==> src/rtl/sertx_pkg.sv <==
package sertx_pkg;
   localparam logic [1:0] ADR_STAT = 2'd0;
   localparam logic [1:0] ADR_CTRL = 2'd1;
   localparam logic [1:0] ADR_DATA = 2'd2;
   localparam logic [1:0] ADR_DIV  = 2'd3;

   localparam int ST_EMPTY = 0;
   localparam int ST_DONE  = 1;
   localparam int CT_EN    = 0;
   localparam int CT_IE    = 1;

   typedef enum logic {SH_IDLE, SH_BUSY} sh_state_e;
endpackage

==> src/rtl/sertx_baud.sv <==
module sertx_baud #(
   parameter int PRESCALE = 4,
   parameter int DIV_W    = 8
) (
   input  logic             clk,
   input  logic             rst_n,
   input  logic [DIV_W-1:0] div,
   output logic             tick
);
   logic pre_tick;

   generate
      if (PRESCALE < 1) begin : g_bad_pre
         $error("sertx_baud: PRESCALE must be at least 1");
      end
      if (PRESCALE == 1) begin : g_no_pre
         assign pre_tick = 1'b1;
      end else begin : g_pre
         localparam int PW = $clog2(PRESCALE);
         logic [PW-1:0] pcnt;
         always_ff @(posedge clk or negedge rst_n) begin
            if (!rst_n)                          pcnt <= '0;
            else if (pcnt == PW'(PRESCALE - 1))  pcnt <= '0;
            else                                 pcnt <= pcnt + 1'b1;
         end
         assign pre_tick = (pcnt == PW'(PRESCALE - 1));
      end
   endgenerate

   logic [DIV_W-1:0] dcnt;
   logic             at_end;

   assign at_end = (dcnt >= div);

   always_ff @(posedge clk or negedge rst_n) begin
      if (!rst_n)        dcnt <= '0;
      else if (pre_tick) dcnt <= at_end ? '0 : dcnt + 1'b1;
   end

   assign tick = pre_tick & at_end;
endmodule

==> src/rtl/sertx_shift.sv <==
module sertx_shift
   import sertx_pkg::*;
#(
   parameter int DATA_W = 8
) (
   input  logic              clk,
   input  logic              rst_n,
   input  logic              tick,
   input  logic              enable,
   input  logic              pending,
   input  logic [DATA_W-1:0] hold,
   output logic              line,
   output logic              take,
   output logic              done,
   output logic              busy
);
   localparam int FRAME_BITS = DATA_W + 2;
   localparam int IW         = $clog2(FRAME_BITS);

   sh_state_e     st;
   logic [IW-1:0] idx;
   logic [DATA_W:0] sh;
   logic          line_q;
   logic          last;

   assign busy = (st == SH_BUSY);
   assign last = busy && (idx == IW'(FRAME_BITS - 1));
   assign take = tick & enable & pending & (!busy | last);
   assign done = tick & last & !take;
   assign line = line_q;

   always_ff @(posedge clk or negedge rst_n) begin
      if (!rst_n) begin
         st     <= SH_IDLE;
         idx    <= '0;
         sh     <= '1;
         line_q <= 1'b1;
      end else if (take) begin
         sh     <= {1'b1, hold};
         line_q <= 1'b0;
         idx    <= '0;
         st     <= SH_BUSY;
      end else if (done) begin
         st     <= SH_IDLE;
         line_q <= 1'b1;
         idx    <= '0;
      end else if (tick && busy) begin
         line_q <= sh[0];
         sh     <= {1'b1, sh[DATA_W:1]};
         idx    <= idx + 1'b1;
      end
   end
endmodule

==> src/rtl/sertx_core.sv <==
module sertx_core
   import sertx_pkg::*;
#(
   parameter int DATA_W    = 8,
   parameter int PRESCALE  = 4,
   parameter int RESET_DIV = 119
) (
   input  logic              clk,
   input  logic              rst_n,
   input  logic              acc_en,
   input  logic              acc_wr,
   input  logic [1:0]        acc_addr,
   input  logic [DATA_W-1:0] acc_wdata,
   output logic [DATA_W-1:0] acc_rdata,
   output logic              tx_line,
   output logic              tx_irq
);
   generate
      if (DATA_W < 2) begin : g_bad_width
         $error("sertx_core: DATA_W must be at least 2");
      end
      if (RESET_DIV < 0 || RESET_DIV >= (1 << DATA_W)) begin : g_bad_div
         $error("sertx_core: RESET_DIV does not fit the divisor register");
      end
   endgenerate

   logic [DATA_W-1:0] hold_q, div_q;
   logic empty_q, done_q, arm_q, en_q, ie_q;
   logic empty_d, done_d, arm_d;
   logic tick, sh_take, sh_done, sh_busy;
   logic rd_stat, wr_ctrl, wr_data, wr_div, qual_wr, discard;

   assign rd_stat = acc_en & !acc_wr & (acc_addr == ADR_STAT);
   assign wr_ctrl = acc_en &  acc_wr & (acc_addr == ADR_CTRL);
   assign wr_data = acc_en &  acc_wr & (acc_addr == ADR_DATA);
   assign wr_div  = acc_en &  acc_wr & (acc_addr == ADR_DIV);
   assign qual_wr = wr_data & arm_q;
   assign discard = !en_q & !empty_q;

   sertx_baud #(.PRESCALE(PRESCALE), .DIV_W(DATA_W)) i_baud (
      .clk(clk), .rst_n(rst_n), .div(div_q), .tick(tick)
   );

   sertx_shift #(.DATA_W(DATA_W)) i_shift (
      .clk(clk), .rst_n(rst_n), .tick(tick), .enable(en_q),
      .pending(!empty_q), .hold(hold_q), .line(tx_line),
      .take(sh_take), .done(sh_done), .busy(sh_busy)
   );

   always_comb begin
      empty_d = empty_q;
      if (sh_take || discard) empty_d = 1'b1;
      if (qual_wr)            empty_d = 1'b0;

      done_d = done_q;
      if (qual_wr || sh_take)            done_d = 1'b0;
      if (sh_done || (discard && !sh_busy)) done_d = 1'b1;

      arm_d = arm_q;
      if (rd_stat && empty_q) arm_d = 1'b1;
      if (wr_data)            arm_d = 1'b0;
      if (!empty_d)           arm_d = 1'b0;
   end

   always_ff @(posedge clk or negedge rst_n) begin
      if (!rst_n) begin
         empty_q <= 1'b1;
         done_q  <= 1'b1;
         arm_q   <= 1'b0;
         en_q    <= 1'b0;
         ie_q    <= 1'b0;
         hold_q  <= '0;
         div_q   <= DATA_W'(RESET_DIV);
      end else begin
         empty_q <= empty_d;
         done_q  <= done_d;
         arm_q   <= arm_d;
         if (qual_wr) hold_q <= acc_wdata;
         if (wr_ctrl) begin
            en_q <= acc_wdata[CT_EN];
            ie_q <= acc_wdata[CT_IE];
         end
         if (wr_div) div_q <= acc_wdata;
      end
   end

   always_comb begin
      acc_rdata = '0;
      unique case (acc_addr)
         ADR_STAT: begin
            acc_rdata[ST_EMPTY] = empty_q;
            acc_rdata[ST_DONE]  = done_q;
         end
         ADR_CTRL: begin
            acc_rdata[CT_EN] = en_q;
            acc_rdata[CT_IE] = ie_q;
         end
         ADR_DIV:  acc_rdata = div_q;
         default:  acc_rdata = '0;
      endcase
   end

   assign tx_irq = ie_q & empty_q;
endmodule

==> config.mk <==
export PLATFORM = sky130hd
export DESIGN_NAME = sertx_core
export DESIGN_NICKNAME = d
export VERILOG_FILES = /design/src/rtl/sertx_pkg.sv /design/src/rtl/sertx_baud.sv /design/src/rtl/sertx_shift.sv /design/src/rtl/sertx_core.sv
export SDC_FILE = /design/constraint.sdc
export NUM_CORES = 1
export LEC_CHECK = 0
export BUFFER_PORTS_ARGS = -buffer_cell sky130_fd_sc_hd__buf_2
export CAP_MARGIN = 20
export CORE_AREA = 5 5 95 97
export DETAILED_ROUTE_END_ITERATION = 10
export DIE_AREA = 0 0 100 102
export PLACE_DENSITY = 0.51
export SKIP_CTS_REPAIR_TIMING = 1
export SLEW_MARGIN = 30
export SYNTH_ARGS = -nofsm -noshare
export SYNTH_HDL_FRONTEND = slang
export SYNTH_SLANG_ARGS = --single-unit
==> constraint.sdc <==
create_clock -name clk -period 4.77 [get_ports clk]
set_clock_uncertainty 0.2 [all_clocks]
set_input_delay 0.954 -clock clk [delete_from_list [all_inputs] [get_ports clk]]
set_output_delay 0.954 -clock clk [all_outputs]
set_load 0.05 [all_outputs]
* Word-level counts from Yosys, hierarchy flattened
Cells that the tools add are included.
W data, S select, Z words.
** Word-level totals
- Flip-flop bits (word level) :: 46
- Input port bits :: 14
- Output and inout bits :: 10
- Word-level logic and storage cells :: 80
** Operators by class
- Add/sub/neg operators :: 3
- Order comparisons :: 1
- Equality and inequality tests :: 7
- Multiplexer cells :: 22
- Bitwise operators :: 16
- Reductions and logical operators :: 18
** Operator list (number)
- $mux W9 :: 3
- $and A1 B1 Y1 :: 15
- $mux W1 :: 12
- $mux W4 :: 3
- $add A8 B1 Y8 const B :: 1
- $ge A8 B8 Y1 :: 1
- $mux W8 :: 1
- $eq A2 B2 Y1 const B :: 3
- $mux W6 :: 1
- $pmux W2 S3 :: 1
- $reduce_bool A2 Y1 :: 3
- $logic_not A1 Y1 :: 5
- $add A4 B1 Y4 const B :: 1
- $eq A4 B4 Y1 const B :: 1
- $logic_and A1 B1 Y1 :: 4
- $logic_or A1 B1 Y1 :: 3
- $ne A3 B1 Y1 const B :: 1
- $reduce_bool A3 Y1 :: 1
- $add A2 B1 Y2 const B :: 1
- $eq A2 B1 Y1 const B :: 1
- $logic_not A2 Y1 :: 1
- $mux W2 :: 1
- $ne A2 B1 Y1 const B :: 1
- $reduce_and A2 Y1 :: 1
- $or A1 B1 Y1 :: 1

* Depth between registers and ports, before layout
Gate-level depths: netlist of the first run.
- Depth in word-level cells :: 9
- Gate-level depth with buffers :: 8
- Gate-level depth less buffers :: 7

* Cells and area by module
A second synthesis of the first run with hierarchy kept.
** Unflattened totals
- Cell total of the unflattened synthesis :: 200
- Area total of the unflattened synthesis :: 2341.0 µm²
** By module, submodules not included
- sertx_core :: instances 1, cells each 68, area each 949.7 µm²
- sertx_shift :: instances 1, cells each 65, area each 729.4 µm²
- sertx_baud :: instances 1, cells each 67, area each 661.9 µm²

* Worst setup path before layout of the first run
Ideal clock, no wire load.
- Path kind :: input-to-output
- From :: input acc_addr[0]
- To :: output acc_rdata[0]
- Arrival time :: 2.406 ns
- Required time :: 3.616 ns
- Slack :: 1.210 ns
- Stages on the path :: 3
- Path buffers :: 1
- Cell sequence :: clkbuf_1 mux2i_1 o21ai_0
** Between the ends
- Cells in the longest elaborated chain, start to end :: 2
- Elaborated cells on any way between the ends :: 4
** RTL lines
- start: declaration :: line sertx_core.sv:12 : input logic [1:0] acc_addr,
- $eq A2 B2 Y1, or another cell as far along :: line sertx_core.sv:89 : unique case (acc_addr)
- $pmux W2 S3 (*) :: line sertx_core.sv:89
- end: declaration :: line sertx_core.sv:14 : output logic [DATA_W-1:0] acc_rdata,
Mark *: on every way between the ends. The rest lies on a longest branch, timed or not.

* Worst setup path after layout of the first run
Same ends and word-level chain as after synthesis.

==> summary.txt, run 1 <==
GRT
  – Initial antenna violation count: 0
  – GR peak layer: met2
  – Grt total ovfl: 0
  – Met3 Resource Use GR: 2.526%
  – Grt met1 use: 15.28%
  – M2 GR Usage: 20.68%
  – Number of global-route vias before repair: 1815
  – Gr usage total: 12.00%
  – Global-route wire length before repair: 9542 um
  – Largest net degree at the start of global routing: 46

Route
  – DR DRC count: 0
  – Drt total wl: 5597 um
  – Vias: 1747
  – Avg WL per Cell: 15.86 um
  – DRT antenna net count: 0
  – Drt initial violations: 83
  – Vias per inst: 4.949
  – First-pass DRT Iterations: 4

Timing
  – Setup violators final: 0
  – Slew @ Worst Pin: 581.2 ps
  – Max_slew headroom: 61.25%
  – Max Slew Vio Count: 0
  – RSZ-0062 raised after global routing: no
  – Final hold viol count: 0
  – Fmax: 341.7 MHz
  – TNS Setup: 0 ps
  – Fin crit period: 2926 ps
  – Final period utilization: 61.35%

Pwr
  – Final Power: 1.026 mW
  – Proportion of power drawn by combinational gates: 25.5%
  – Internal power: 0.6801 mW
  – Maximum VDD drop: 113.1 uV
  – Sw Ratio: 33.71%
  – Sw Pwr: 0.3458 mW
  – Leakage: 1.202 nW
  – Reg power frac: 51.3%
  – Clock power share: 23.2%
  – Cell Pwr Density: 385.0 mW/mm^2

Place
  – GPL Wtd Cong: 0.7193
  – Number of port buffers: 23
  – HPWL after DPL: 4046 um

Worst hold path
  – Min-delay src: i_baud.g_pre.pcnt[0]
  – Worst hold-check path type: flip-flop to flip-flop

Worst setup path
  – Worst path most repeated cell: buf_2
  – WP buf/inv: 2
  – Crit path DAT: 1770 ps
  – Critical-path cell with the highest stage delay: buf_2
  – CP Class: input pin to output port
  – Critical R2R Launch: div_q[0]
  – Critical Path Sink Type: output port
  – CP delay by family, top: buffers and inverters
  – Worst stage delay on the critical path: 280 ps
  – Maximum net fanout on the critical path: 15
  – CP Launch Type: input pin
  – Worst Setup SP: acc_addr[0]
  – WP data required: 3620 ps
  – Critical Path, Cell by Cell: buf_2 > mux2i_1 > o21ai_0 > buf_2

Flow run
  – Max-capacitance violation count: 0

Logic synthesis
  – Gate Count Post-Synth: 223
  – Avg Inst Size Synth: 10.55 sq um
  – Synth area leaders: dfrtp_1 (30%), dfstp_2 (19%), ha_1 (6.4%), mux2_2 (5.3%), nand2_1 (4.9%)
  – Number of synthesized flops with an enable pin: 0
  – Synth area leader: dfrtp_1
  – Count of cell types in the netlist: 48
  – Register area share after synthesis: 48.75%
  – Syn nets: 249
  – Synth top area share: 29.77%
  – FFs w/ async S/R, synth: 100.0%
  – #FFs+latches synth: 45
  – Top_reg_cell synth: dfrtp_1
  – Post-Syn Area: 0.002354 sq mm
  – Yosys warnings: 0

Floorplan
  – Die width: 100 um
  – Die Area: 0.01020 sq mm
  – IO Count: 24
  – Initial Util: 29.23%
  – Core region area: 0.008051 sq mm
  – Num rows: 33
  – Die height: 102 um

Outcome
  – Status: complete, no violations

CTS
  – CTS tree: built
  – Max Buffers Root-to-Sink: 2
  – Clock transition at path regs: 80 ps
  – CTS sink cnt: 45
  – H-tree levels: 2
  – Root buffer cell: clkbuf_8
  – TritonCTS buffer count: 5
  – Worst-Skew Late Latency: 300 ps

Cells and area
  – Diode count: 0
  – Layout cells sized above 1: 27.02%
  – Area growth from synthesis to layout: 13.24%
  – Nets@finish: 273
  – Filler Cell Count: 845
==> state kept, by name, summed over array words and instances (netlist names) <==
signal             count
arm_q                  1
div_q                  8
done_q                 1
empty_q                1
en_q                   1
hold_q                 8
i_baud.dcnt            8
i_baud.g_pre.pcnt      2
i_shift.busy           1
i_shift.idx            4
i_shift.line           1
i_shift.sh             8
ie_q                   1
==> Yosys cell counts, types with 2 or more instances <==
master	count
nand2_1	31
dfrtp_1	28
dfstp_2	17
inv_1	13
ha_1	12
mux2_2	11
and3_1	9
nand3_1	8
o21ai_0	8
o22ai_1	8
a2bb2oi_1	7
nor2_1	6
a21oi_1	5
clkbuf_1	5
nand2b_1	5
o2bb2ai_1	5
a21o_1	3
nand4_1	3
o211ai_1	3
a31oi_1	2
mux2i_1	2
nand3b_1	2
nand4b_1	2
nor3_1	2
nor4_1	2
xor2_1	2
==> area by class of cell <==
| type | count | area, sq um | share of cell area, % |
|---|---|---|---|
| clock buffers | 5 | 68.82 | 2.582 |
| clock inverters | 3 | 22.52 | 0.8451 |
| inverters | 14 | 52.55 | 1.972 |
| multi-input cells | 157 | 1120 | 42.02 |
| flip-flops and latches | 45 | 1147 | 43.05 |
| well taps | 105 | 131.4 | 4.930 |
| repair buffers | 24 | 122.6 | 4.601 |
==> power by group through the flow <==
| stage | combinational [mW] | clock, mW | sequential (mW) |
|---|---|---|---|
| after CTS | 0.266 | 0.252 | 0.526 |
| after floorplan | 0.205 | 0 | 0.509 |
| after detailed placement | 0.263 | 0 | 0.534 |
| final | 0.261 | 0.238 | 0.527 |
| after global placement | 0.258 | 0 | 0.533 |
| after global routing | 0.295 | 0.269 | 0.537 |
==> path summary, 6_finish.rpt <==
kind	to	slack, ps	depth (start not counted)
worst max-delay path	acc_rdata[0]	1840	4
worst min-delay path	i_baud.g_pre.pcnt[0]	230	1
min in group asynchronous	i_baud.dcnt[3]	530	2
max in group asynchronous	div_q[2]	3440	2
worst max register to register	i_shift.idx[2]	2330	6
worst min register to register	i_baud.g_pre.pcnt[0]	230	1
==> logic make-up (layout without fill, tap and decap cells) <==
logic type	after synthesis	count (layout)	synth area share (%)
buffers and inverters	21	46	3.668
multiplexers	13	13	6.114
flip-flops	45	45	48.75
adder cells (fa/ha/maj)	12	12	6.379
AO/OA/AOI/OAI	50	50	16.16
AND/OR/NAND/NOR	79	79	17.81
XOR/XNOR	3	3	1.117
==> placed cells by master, fill, tap and decap left out, types with 2 or more instances in the layout <==
cell type,instances
nor2_1,6
mux2i_1,2
inv_1,13
clkbuf_8,5
mux2_2,11
a31oi_1,2
nand2_1,31
nor4_1,2
o211ai_1,3
nand2b_1,5
ha_1,12
and3_1,9
xor2_1,2
clkinvlp_4,3
o21ai_0,8
o22ai_1,8
o2bb2ai_1,5
a21oi_1,5
nand4b_1,2
nand4_1,3
nand3b_1,2
nor3_1,2
a21o_1,3
a2bb2oi_1,7
dfstp_2,17
dfrtp_1,28
nand3_1,8
buf_2,23
==> layer usage <==
| layer | wire length (um) | share of wire (%) | vias to the layer above |
|---|---|---|---|
| li1 | - | - | 858 |
| met1 | 2571 | 46 | 862 |
| met2 | 2760 | 49 | 19 |
| met3 | 198 | 3.5 | 8 |
| met4 | 68 | 1.2 | 0 |
| met5 | 0 | 0 | - |
==> per-stage QoR <==
step | instance area (sq um) | std cells | setup slack [ps] | hold WS (ps) | util [%]
after floorplan | 2354 | 223 | 1210 | 203.1 | -
after global routing | 2665 | 353 | 1759 | 279.4 | 33.10
final | 2665 | 353 | 1844 | 234.2 | 33.10
after CTS | 2665 | 353 | 1828 | 234.6 | 33.10
after detailed placement | 2574 | 345 | 1828 | 222.4 | 31.97
after global placement | 2574 | 345 | 1886 | 216.4 | 31.97
(Power assumes the default switching activity.)
==> run 2, diff against run 1 <==
Settings changed: ABC_AREA from default to 1, PLACE_DENSITY 0.51 to 0.5.
Clock period 4.77 ns to 2.9 ns, I/O delays scaled along.
==> summary.txt, run 2 <==
Floorplan
  – Num rows: 33 (unchanged)
  – Die width: 100 um (unchanged)
  – IO Count: 24 (unchanged)
  – Initial Util: 28.94% (was 29.23%)
  – Die height: 102 um (unchanged)
  – Die Area: 0.01020 sq mm (unchanged)
  – Core region area: 0.008051 sq mm (unchanged)

Timing
  – Fin crit period: 2476 ps
  – RSZ-0062 raised after global routing: no (unchanged)
  – Fmax: 403.9 MHz
  – Max Slew Vio Count: 0 (unchanged)
  – Max_slew headroom: 60.85% (was 61.25%)
  – TNS Setup: 0 ps (unchanged)
  – Final period utilization: 85.37%
  – Slew @ Worst Pin: 587.2 ps (was 581.2 ps)
  – Final hold viol count: 0 (unchanged)
  – Setup violators final: 0 (unchanged)

Cells and area
  – Cell area after layout: 0.002693 sq mm (was 0.002665 sq mm)
  – Nets@finish: 328 (was 273)
  – Core Util, Final: 33.44% (was 33.10%)
  – Fin cells: 408 (was 353)
  – Most frequent cells in the layout: nand2_1 (86), dfrtp_1 (28), inv_1 (26) (was nand2_1 (31), dfrtp_1 (28), buf_2 (23))
  – Layout cells sized above 1: 21.45% (was 27.02%)
  – Diode count: 0 (unchanged)
  – Area growth from synthesis to layout: 15.57% (was 13.24%)
  – Commonest non-fill, non-tap cell in the layout: nand2_1 (unchanged)

CTS
  – CTS sink cnt: 45 (unchanged)
  – Root buffer cell: clkbuf_8 (unchanged)
  – CTS tree: built (unchanged)
  – Clock transition at path regs: 90 ps (was 80 ps)
  – H-tree levels: 2 (unchanged)
  – Worst-Skew Late Latency: 300 ps (about the same)
  – TritonCTS buffer count: 5 (unchanged)
  – Max Buffers Root-to-Sink: 2 (unchanged)

Logic synthesis
  – Top cells by count, synth: nand2_1 (86), dfrtp_1 (28), inv_1 (26) (was nand2_1 (31), dfrtp_1 (28), dfstp_2 (17))
  – Syn nets: 301 (was 249)
  – Synth area leader: dfrtp_1 (unchanged)
  – FFs w/ async S/R, synth: 100.0% (unchanged)
  – Gate Count Post-Synth: 275 (was 223)
  – Synth top area share: 30.08% (was 29.77%)
  – Top_reg_cell synth: dfrtp_1 (unchanged)
  – Register area share after synthesis: 49.25% (was 48.75%)
  – Yosys warnings: 0 (unchanged)
  – Avg Inst Size Synth: 8.472 sq um (was 10.55 sq um)
  – Count of cell types in the netlist: 31 (was 48)
  – Most frequent cell after synthesis: nand2_1 (unchanged)
  – #FFs+latches synth: 45 (unchanged)
  – Post-Syn Area: 0.002330 sq mm (was 0.002354 sq mm)
  – Number of synthesized flops with an enable pin: 0 (unchanged)
  – Synth area leaders: dfrtp_1 (30%), dfstp_2 (19%), nand2_1 (14%), ha_1 (6.4%), inv_1 (4.2%) (was dfrtp_1 (30%), dfstp_2 (19%), ha_1 (6.4%), mux2_2 (5.3%), nand2_1 (4.9%))

Route
  – Vias: 1812 (was 1747)
  – Avg WL per Cell: 11.99 um (was 15.86 um)
  – Drt total wl: 4890 um (was 5597 um)
  – DRT antenna net count: 0 (unchanged)
  – Drt initial violations: 57 (was 83)
  – DR DRC count: 0 (unchanged)
  – Vias per inst: 4.441 (was 4.949)
  – First-pass DRT Iterations: 4 (unchanged)

Outcome
  – Status: complete, no violations (unchanged)

Pwr
  – Cell Pwr Density: 639.2 mW/mm^2 (was 385.0 mW/mm^2)
  – Leakage: 1.334 nW (was 1.202 nW)
  – Final Power: 1.721 mW (was 1.026 mW)
  – Maximum VDD drop: 249.5 uV (was 113.1 uV)

GRT
  – Initial antenna violation count: 0 (unchanged)
  – Grt total ovfl: 0 (unchanged)
  – Number of global-route vias before repair: 1756 (was 1815)
  – Global-route wire length before repair: 8418 um (was 9542 um)
  – Gr usage total: 10.43% (was 12.00%)
  – Largest net degree at the start of global routing: 46 (unchanged)

Flow run
  – Max-capacitance violation count: 0 (unchanged)

Place
  – Placed inst area: 0.002572 sq mm (was 0.002574 sq mm)
  – Post-Place Cells: 400 (was 345)
  – HPWL after DPL: 3694 um (was 4046 um)
  – Number of port buffers: 23 (unchanged)
  – GPL Wtd Cong: 0.7362 (was 0.7193)

Worst setup path
  – CP Launch Type: flip-flop (was input pin)
  – R2r worst-path depth: 13 (was 6)
  – CP Class: flip-flop to flip-flop (was input pin to output port)
  – Maximum net fanout on the critical path: 15 (unchanged)
  – Critical Path, Cell by Cell: inv_1 > ha_1 > nand2_1 > nand2_1 > nand2_1 > nand2_1 > nand2_1 > nand3_2 > nand3_1 > nand2_1 > nand2_2 > nand2_1 > nand2_1 (was buf_2 > mux2i_1 > o21ai_0 > buf_2)
  – Critical-path cell with the highest stage delay: dfstp_2 (was buf_2)
  – Worst stage delay on the critical path: 520 ps (was 280 ps)
  – WP data required: 2940 ps (was 3620 ps)
  – Critical Path Sink Type: flip-flop (was output port)
  – Crit path DAT: 2510 ps (was 1770 ps)
  – Worst path most repeated cell: nand2_1 (was buf_2)

Worst hold path
  – Worst hold-check path type: input pin to asynchronous set/reset pin (was flip-flop to flip-flop)
-- run 2: cell count changes after synthesis, moves of 9 or more --
cell	previous run	this run
inv_1	13	26
nand2_1	31	86
and3_1	9	0
nor2_1	6	24
-- run 2: final cells by class --
cell class	instances	area, sq um
inverter	29	108.9
clock buffer	6	82.58
sequential	45	1147
clock inverter	2	37.54
multi-input combinational	195	1047
tap	105	131.4
fill	858	5359
timing repair buffer	26	137.6
-- run 2: critical path, delay by kind of cell, from the launching register on --
kind	cells	cell delay, ps
adders and majority gates	1	320
DFF	1	520
buffers and inverters	1	80
and+or+nand+nor	11	1290
-- run 2: final timing paths --
path / start / to / slack, ps
max: div_q[1] / i_shift.sh[3] / 420
min: rst_n / i_baud.g_pre.pcnt[0] / 150
max reg2reg: div_q[1] / i_shift.sh[3] / 420
min reg2reg: i_baud.g_pre.pcnt[0] / i_baud.g_pre.pcnt[0] / 230
max in group asynchronous: rst_n / i_baud.dcnt[0] / 1940
min in group clk: i_baud.g_pre.pcnt[0] / i_baud.g_pre.pcnt[0] / 230
-- run 2: kinds of logic after synthesis --
logic type / synth area share, %
xor gates and xnor gates: 1.880
DFF: 49.25
AOI/OAI and AO/OA: 8.916
muxes: 2.417
buffers and inverters: 5.800
and+or+nand+nor: 25.30
adders and majority gates: 6.445
-- run 2: power by group --
| group | switching, mW | internal [mW] | leakage [nW] |
|---|---|---|---|
| sequential | 0.0737 | 0.757 | 0.534 |
| clock | 0.220 | 0.280 | 0.0574 |
| combinational | 0.248 | 0.142 | 0.743 |
-- run 2: stage by stage --
step                      hold WS, ps  setup WS [ps]
after CTS                       175.0          402.3
after global placement          215.0          463.8
after floorplan                 84.41          580.5
after detailed placement        222.1          434.9
after global routing            202.2          133.8
final                           148.6          424.3
-- run 2: per-layer routing --
| metal | vias to the layer above | global-route usage, % | routed length, um |
|---|---|---|---|
| li1 | 943 | - | - |
| met1 | 848 | 13.20 | 2380 |
| met2 | 16 | 17.44 | 2303 |
| met3 | 5 | 3.140 | 150 |
| met4 | 0 | 2.798 | 55 |
| met5 | - | 0 | 0 |
